### src/rtl/rxq_pkg.sv
package rxq_pkg;
  localparam int RXQ_DW = 8;

  typedef struct packed {
    logic              brk;
    logic              frm;
    logic              par;
    logic              ovr;
    logic [RXQ_DW-1:0] data;
  } rxq_entry_t;
endpackage

### src/rtl/rxq_store.sv
module rxq_store
  import rxq_pkg::*;
#(
  parameter  int DEPTH = 64,
  localparam int CNT_W = $clog2(DEPTH + 1)
) (
  input  logic             clk,
  input  logic             rst_n,
  input  logic             flush,
  input  logic             push,
  input  logic             pop,
  input  logic             mark_ovr,
  input  rxq_entry_t       push_entry,
  output rxq_entry_t       head,
  output logic             next_err,
  output logic             tail_err,
  output logic [CNT_W-1:0] count
);
  localparam int PTR_W = (DEPTH > 1) ? $clog2(DEPTH) : 1;

  rxq_entry_t       mem [DEPTH];
  logic [PTR_W-1:0] rptr_q, rptr_d, wptr_q, wptr_d;
  logic [PTR_W-1:0] last_ptr, next_ptr;
  logic [CNT_W-1:0] cnt_d;
  rxq_entry_t       nxt_e, tail_e;

  function automatic logic [PTR_W-1:0] ptr_inc(input logic [PTR_W-1:0] p);
    return (p == PTR_W'(DEPTH - 1)) ? '0 : p + PTR_W'(1);
  endfunction

  always_comb begin
    next_ptr = ptr_inc(rptr_q);
    last_ptr = (wptr_q == '0) ? PTR_W'(DEPTH - 1) : wptr_q - PTR_W'(1);
    head     = mem[rptr_q];
    nxt_e    = mem[next_ptr];
    tail_e   = mem[last_ptr];
    next_err = nxt_e.ovr | nxt_e.par | nxt_e.frm | nxt_e.brk;
    tail_err = tail_e.ovr | tail_e.par | tail_e.frm | tail_e.brk;
  end

  always_comb begin
    rptr_d = rptr_q;
    wptr_d = wptr_q;
    cnt_d  = count;
    if (flush) begin
      rptr_d = '0;
      wptr_d = '0;
      cnt_d  = '0;
    end else begin
      if (pop)  rptr_d = next_ptr;
      if (push) wptr_d = ptr_inc(wptr_q);
      cnt_d = count + CNT_W'(push) - CNT_W'(pop);
    end
  end

  always_ff @(posedge clk or negedge rst_n) begin
    if (!rst_n) begin
      rptr_q <= '0;
      wptr_q <= '0;
      count  <= '0;
    end else begin
      rptr_q <= rptr_d;
      wptr_q <= wptr_d;
      count  <= cnt_d;
    end
  end

  // storage array: written only on enables, no reset
  always_ff @(posedge clk) begin
    if (push)     mem[wptr_q]       <= push_entry;
    if (mark_ovr) mem[last_ptr].ovr <= 1'b1;
  end

  AST_OVR_KEEPS_FILL: assert property (@(posedge clk) disable iff (!rst_n)
    mark_ovr |=> (count == $past(count)));
  AST_NO_PUSH_PAST_DEPTH: assert property (@(posedge clk) disable iff (!rst_n)
    (push && !pop) |-> (count < CNT_W'(DEPTH)));
endmodule

### src/rtl/rxq_errtrack.sv
module rxq_errtrack #(
  parameter  int DEPTH = 64,
  localparam int CNT_W = $clog2(DEPTH + 1)
) (
  input  logic             clk,
  input  logic             rst_n,
  input  logic             flush,
  input  logic             push,
  input  logic             push_err,
  input  logic             pop,
  input  logic             pop_err,
  input  logic             mark_ovr,
  input  logic             tail_err,
  input  logic             next_err,
  input  logic [CNT_W-1:0] count,
  input  logic             rd_lsr,
  output logic             err_any,
  output logic             lsi_pend
);
  logic [CNT_W-1:0] ecnt_q, ecnt_d;
  logic             pend_d, ls_event;
  logic             inc_arr, inc_ovr, dec_pop, head_turn;

  always_comb begin
    inc_arr   = push & push_err;
    inc_ovr   = mark_ovr & ~tail_err;
    dec_pop   = pop & pop_err;
    head_turn = pop & (count >= CNT_W'(2)) & next_err;
    ls_event  = inc_arr | mark_ovr | head_turn;

    if (flush) ecnt_d = '0;
    else       ecnt_d = ecnt_q + CNT_W'(inc_arr) + CNT_W'(inc_ovr) - CNT_W'(dec_pop);

    if (ls_event)    pend_d = 1'b1;
    else if (rd_lsr) pend_d = 1'b0;
    else             pend_d = lsi_pend;
  end

  always_ff @(posedge clk or negedge rst_n) begin
    if (!rst_n) begin
      ecnt_q   <= '0;
      lsi_pend <= 1'b0;
    end else begin
      ecnt_q   <= ecnt_d;
      lsi_pend <= pend_d;
    end
  end

  assign err_any = (ecnt_q != '0);

  AST_ERRCNT_WITHIN_FILL: assert property (@(posedge clk) disable iff (!rst_n)
    ecnt_q <= count);
  AST_EVENT_LATCHES: assert property (@(posedge clk) disable iff (!rst_n)
    ls_event |=> lsi_pend);
  AST_HEAD_TURN_LATCHES: assert property (@(posedge clk) disable iff (!rst_n)
    head_turn |=> lsi_pend);
  AST_READ_CLEARS: assert property (@(posedge clk) disable iff (!rst_n)
    (rd_lsr && !ls_event) |=> !lsi_pend);
endmodule

### src/rtl/rxq_irq.sv
module rxq_irq #(
  parameter  int DEPTH = 64,
  localparam int CNT_W = $clog2(DEPTH + 1)
) (
  input  logic             clk,
  input  logic             rst_n,
  input  logic             ie_we,
  input  logic [1:0]       ie_wdata,
  input  logic             fifo_en,
  input  logic [CNT_W-1:0] trig_lvl,
  input  logic [CNT_W-1:0] count,
  input  logic             lsi_pend,
  output logic             irq_rx_data,
  output logic             irq_line_stat
);
  logic [1:0]       ie_q, ie_d;
  logic [CNT_W-1:0] trig_eff;
  logic             rx_cond;

  always_comb begin
    ie_d     = ie_we ? ie_wdata : ie_q;
    trig_eff = (trig_lvl == '0) ? CNT_W'(1) : trig_lvl;
    rx_cond  = fifo_en ? (count >= trig_eff) : (count != '0);
  end

  always_ff @(posedge clk or negedge rst_n) begin
    if (!rst_n) ie_q <= 2'b00;
    else        ie_q <= ie_d;
  end

  assign irq_rx_data   = ie_q[0] & rx_cond;
  assign irq_line_stat = ie_q[1] & lsi_pend;

  AST_RXIRQ_NEEDS_DATA: assert property (@(posedge clk) disable iff (!rst_n)
    irq_rx_data |-> (count != '0));
  AST_IE_LOAD: assert property (@(posedge clk) disable iff (!rst_n)
    ie_we |=> (ie_q == $past(ie_wdata)));
endmodule

### src/rtl/rxq_errfifo.sv
module rxq_errfifo
  import rxq_pkg::*;
#(
  parameter  int DEPTH = 64,
  localparam int CNT_W = $clog2(DEPTH + 1)
) (
  input  logic              clk,
  input  logic              rst_n,
  input  logic              rx_valid,
  input  logic [RXQ_DW-1:0] rx_data,
  input  logic              rx_par_err,
  input  logic              rx_frm_err,
  input  logic              rx_brk,
  input  logic              fifo_en,
  input  logic [CNT_W-1:0]  trig_lvl,
  input  logic              rd_data_stb,
  input  logic              rd_lsr_stb,
  input  logic              ie_we,
  input  logic [1:0]        ie_wdata,
  output logic [RXQ_DW-1:0] rd_data,
  output logic [7:0]        lsr,
  output logic              irq_rx_data,
  output logic              irq_line_stat
);
  logic [1:0]       rsync_q;
  logic             srst_n;
  logic             fen_q, flush;
  logic [CNT_W-1:0] cap, count;
  logic             has_data, full, pop, push, mark_ovr, push_err;
  logic             pop_err, next_err, tail_err, err_any, lsi_pend;
  rxq_entry_t       head, head_v, in_e;

  // asynchronous assert, synchronous release
  always_ff @(posedge clk or negedge rst_n) begin
    if (!rst_n) rsync_q <= 2'b00;
    else        rsync_q <= {rsync_q[0], 1'b1};
  end
  assign srst_n = rsync_q[1];

  always_ff @(posedge clk or negedge srst_n) begin
    if (!srst_n) fen_q <= 1'b0;
    else         fen_q <= fifo_en;
  end

  always_comb begin
    flush    = fifo_en ^ fen_q;
    cap      = fifo_en ? CNT_W'(DEPTH) : CNT_W'(1);
    has_data = (count != '0);
    full     = (count >= cap);
    pop      = rd_data_stb & has_data & ~flush;
    push     = rx_valid & ~flush & (~full | pop);
    mark_ovr = rx_valid & ~flush & full & ~pop;
    push_err = rx_par_err | rx_frm_err | rx_brk;
    in_e     = '{brk: rx_brk, frm: rx_frm_err, par: rx_par_err, ovr: 1'b0, data: rx_data};
    head_v   = has_data ? head : '0;
    pop_err  = head.ovr | head.par | head.frm | head.brk;
  end

  rxq_store #(.DEPTH(DEPTH)) u_store (
    .clk(clk), .rst_n(srst_n), .flush(flush), .push(push), .pop(pop),
    .mark_ovr(mark_ovr), .push_entry(in_e), .head(head),
    .next_err(next_err), .tail_err(tail_err), .count(count)
  );

  rxq_errtrack #(.DEPTH(DEPTH)) u_err (
    .clk(clk), .rst_n(srst_n), .flush(flush), .push(push), .push_err(push_err),
    .pop(pop), .pop_err(pop_err), .mark_ovr(mark_ovr), .tail_err(tail_err),
    .next_err(next_err), .count(count), .rd_lsr(rd_lsr_stb),
    .err_any(err_any), .lsi_pend(lsi_pend)
  );

  rxq_irq #(.DEPTH(DEPTH)) u_irq (
    .clk(clk), .rst_n(srst_n), .ie_we(ie_we), .ie_wdata(ie_wdata),
    .fifo_en(fifo_en), .trig_lvl(trig_lvl), .count(count), .lsi_pend(lsi_pend),
    .irq_rx_data(irq_rx_data), .irq_line_stat(irq_line_stat)
  );

  assign rd_data = head_v.data;
  assign lsr     = {err_any, 2'b00, head_v.brk, head_v.frm, head_v.par, head_v.ovr, has_data};

  AST_SUMMARY_COVERS_HEAD: assert property (@(posedge clk) disable iff (!srst_n)
    (lsr[4:1] != 4'b0) |-> lsr[7]);
  AST_FILL_WITHIN_CAP: assert property (@(posedge clk) disable iff (!srst_n)
    !flush |-> (count <= cap));
  AST_FLUSH_EMPTIES: assert property (@(posedge clk) disable iff (!srst_n)
    flush |=> (lsr[0] == 1'b0 && lsr[7] == 1'b0));
endmodule

### config.mk
export PLATFORM = sky130hd
export DESIGN_NAME = rxq_errfifo
export DESIGN_NICKNAME = d
export VERILOG_FILES = /design/src/rtl/rxq_pkg.sv /design/src/rtl/rxq_store.sv /design/src/rtl/rxq_errtrack.sv /design/src/rtl/rxq_irq.sv /design/src/rtl/rxq_errfifo.sv
export SDC_FILE = /design/constraint.sdc
export NUM_CORES = 1
export LEC_CHECK = 0
export BUFFER_PORTS_ARGS = -buffer_cell sky130_fd_sc_hd__buf_2
export CAP_MARGIN = 15
export CORE_MARGIN = 4
export CORE_UTILIZATION = 60
export DETAILED_ROUTE_END_ITERATION = 8
export GPL_TIMING_DRIVEN = 0
export PLACE_DENSITY = 0.76
export REMOVE_ABC_BUFFERS = 1
export SYNTH_ARGS = -nofsm -noshare
export SYNTH_HDL_FRONTEND = slang
export SYNTH_SLANG_ARGS = --single-unit
### constraint.sdc
create_clock -name clk -period 8.05 [get_ports clk]
set_clock_uncertainty 0.2 [all_clocks]
set_input_delay 1.2075 -clock clk [delete_from_list [all_inputs] [get_ports clk]]
set_output_delay 1.2075 -clock clk [all_outputs]
set_load 0.05 [all_outputs]
==> impl_results.md <==
* Post-CTS setup buffer count at 0
* Mux cell area share after synthesis at 15.8%
* WP data arrival at 6.66 ns
* Die area at 63100 um2
* Via density at 7.02
* Post-synthesis compound-gate area fraction at 6.11%
* CP max stage delay at 0.88 ns
* Pwr dens at 292 nW/um2
* HP Class: register to async pin
* Global-route wire length before repair at 135 mm
* Ys flop type: edfxtp_1
* Antenna violations before repair at 2
* Gate Count Post-Synth at 2145
* CTS tree: built
* Maximum VDD drop at 0.352 mV
* Post-synth top area cell: edfxtp_1
* CP top delay family: compound AO/OA/AOI/OAI gates
* HPWL after DPL at 57.7 mm
* Setup violations, final at 0
* Max-cap viol count at 0
* Async SR Flop Fraction at 4.00%
* Die X at 251 um
* Largest family of logic cells by synthesized area: multiplexers
* Vias in the first global route at 20800
* Crit path buffers/inverters at 5
* Number of port buffers at 42
* Pre-CTS WS at 1.44 ns
* Req. time, crit path at 8.39 ns
* Most common cell after layout, fill and taps aside: edfxtp_1
* Crit-path max FO at 44
* Die Span Y at 251 um
* Total number of vias at 21100
* Mapped cell area at 35500 um2
* Fill count at 3691
* All-Layer GR Usage at 28.7%
* Post-Synth XOR/XNOR Area at 0.444%
* Count of final hold-check violations at 0
* CP cell instances: buf_16 > buf_16 > mux4_2 > mux4_2 > a22o_1 > a221oi_1 > nand4_1 > and2_1 > ha_1 > inv_1 > fa_1 > inv_1 > fa_1 > inv_1 > a21oi_1 > o21bai_1 > a21oi_1 > nor2_1 > or3_1 > a21oi_1
* Outcome: complete, no violations
* Crit. End Element: register
* Total grt overflow at 0
* Slowest-stage cell, CP: dfrtp_4
* Register area at 23900 um2
* F_max at 158 MHz
* Clock sink total at 800
* Top post-synthesis cells by area: edfxtp_1 65%, mux4_2 12%, mux2i_1 3.6%
* Fin util at 68.2%
* Crit Path Category: register to register
* Clk_lat worst skew at 0.62 ns
* Area Growth Syn to Fin at 11.8%
* CP Launch Type: register
* Total number of yosys warnings at 0
* Cell variety after synth at 76
* Clk buf depth at 3
* Routed wire per std cell at 30.1 um
* Area share of the largest cell type after synthesis at 65.0%
* Global placer's final weighted congestion at 0.966
* Simple-gate share of the synthesized area at 6.61%
* # resized after CTS at 0
* Antenna viol nets, final at 0
* Root Buffer: clkbuf_16
* Initial Util at 61.0%
* Commonest cells after routing, fill and taps aside: 768 x edfxtp_1, 208 x nor2_1, 190 x mux4_2
* CTS Buf Count at 81
* Largest net degree at the start of global routing at 71
* Placed instance area at 36800 um2
* Synth Area in Adders at 1.37%
* Hold-fix buffer count after cts at 0
* Fin crit period at 6.32 ns
* Mapped Avg Cell Area at 16.5 um2
* Clock-pin slew on the worst setup and hold paths at 0.07 ns
* Final period utilization at 78.6%
* Tightest Pin Transition at 1.22 ns
* Unrepaired setup endpoints after global routing: false
* Final wirelength at 90.6 mm
* Flops & latches, synth at 800
* DR iter-0 viols at 3037
* Num rows at 88
* Nets at 2238
* H-tree depth at 3
* Number of synthesized flops with an enable pin at 768
* Fin. max-slew vios at 0
* Share of cells above drive strength 1 at 20.2%
* Initial DRT Pass Iterations at 9
* Relative slew margins at 18.5%
* Final worst slack at 1.73 ns
* Leak at 12.3 nW
* Post-route DRC at 0
* Sequential fraction of the synthesis area at 67.3%
* Design Area, Final at 39700 um2
* Ports at 45
* Core ar. at 58100 um2
* Multi-input logic area at 10800 um2
[synthesized netlist by cell type, types with 5 or more instances]
cell / number
o22ai_1: 27
o221ai_1: 40
nor2_1: 208
nand4_1: 5
nand3_1: 16
a21o_1: 8
and2_1: 18
inv_1: 35
o21bai_1: 5
nor2b_1: 5
nand2_1: 47
nand2b_1: 16
a222oi_1: 5
clkbuf_1: 66
o21ai_0: 30
or2_2: 8
a221oi_1: 9
xnor2_1: 11
buf_6: 5
nor4_1: 51
a31oi_1: 6
xor2_1: 7
a211oi_1: 42
o31ai_1: 9
mux4_2: 190
a21oi_1: 60
edfxtp_1: 768
o32ai_1: 9
ha_1: 34
dfrtp_1: 32
or4_1: 7
or3_1: 32
o311ai_0: 14
buf_4: 21
buf_1: 11
mux2i_1: 127
buf_2: 41
nor3_1: 59
[through the flow]
stage / power (W) / setup TNS, ns / cells / hold slack [ns]
after floorplan: 0.00725 / -114.15 / 2002 / 0.131
final: 0.0116 / 0 / 3008 / 0.113
after global placement: 0.00817 / -218.51 / 2809 / 0.141
after detailed placement: 0.00777 / 0 / 2843 / 0.133
after CTS: 0.0116 / 0 / 2994 / 0.136
after global routing: 0.0120 / 0 / 3007 / 0.146
[flip-flops by register name (all words and copies together), names as in the netlist]
signal / flops
rsync_q: 2
u_store.wptr_q: 6
u_store.mem: 768
u_err.ecnt_q: 7
fen_q: 1
u_err.lsi_pend: 1
u_irq.ie_q: 2
u_store.rptr_q: 6
u_store.count: 7
[power breakdown]
part / total [W] / switching, W / internal, W
combinational: 0.00289 / 0.00174 / 0.00115
clock: 0.00384 / 0.00158 / 0.00227
sequential: 0.00485 / 0.000119 / 0.00473
total: 0.0116 / 0.00344 / 0.00815
[final cells by class]
cell class | instances | area share [%]
Clock buffer | 100 | 5.42
Antenna cell | 1 | 0.00631
Tap cell | 765 | 2.41
Multi-Input combinational cell | 1163 | 27.3
Sequential cell | 800 | 60.2
Clock inverter | 51 | 1.47
Inverter | 39 | 0.369
Timing Repair Buffer | 89 | 2.80
[kinds of logic (layout without fill, tap and decap cells)]
kind of cell	Yosys count	in the layout
compound gates	300	300
xor+xnor	18	18
fa+ha+maj	37	37
buf+inv	183	279
flops	800	800
mux	321	321
other cells	2	4
simple gates	484	484
[worst paths after layout]
path / from / to / slack [ns] / depth (start not counted)
worst min register to register: rsync_q[1] / u_store.count[5] / 0.11 / 0
min in group clk: rsync_q[0] / rsync_q[1] / 0.16 / 0
worst max-delay path: u_store.rptr_q[0] / u_err.ecnt_q[6] / 1.73 / 20
worst max register to register: u_store.rptr_q[0] / u_err.ecnt_q[6] / 1.73 / 20
worst min-delay path: rsync_q[1] / u_store.count[5] / 0.11 / 0
max in group asynchronous: rsync_q[1] / u_store.rptr_q[2] / 6.96 / 1
[metal layers]
metal	track usage [%]	routed length, um	vias up
li1	-	-	8795
met1	41.7	35200	10700
met2	45.4	43500	1400
met3	5.44	8730	214
met4	8.59	3160	0
met5	0	0	-
No activity file was read; power rests on OpenSTA's default activity.
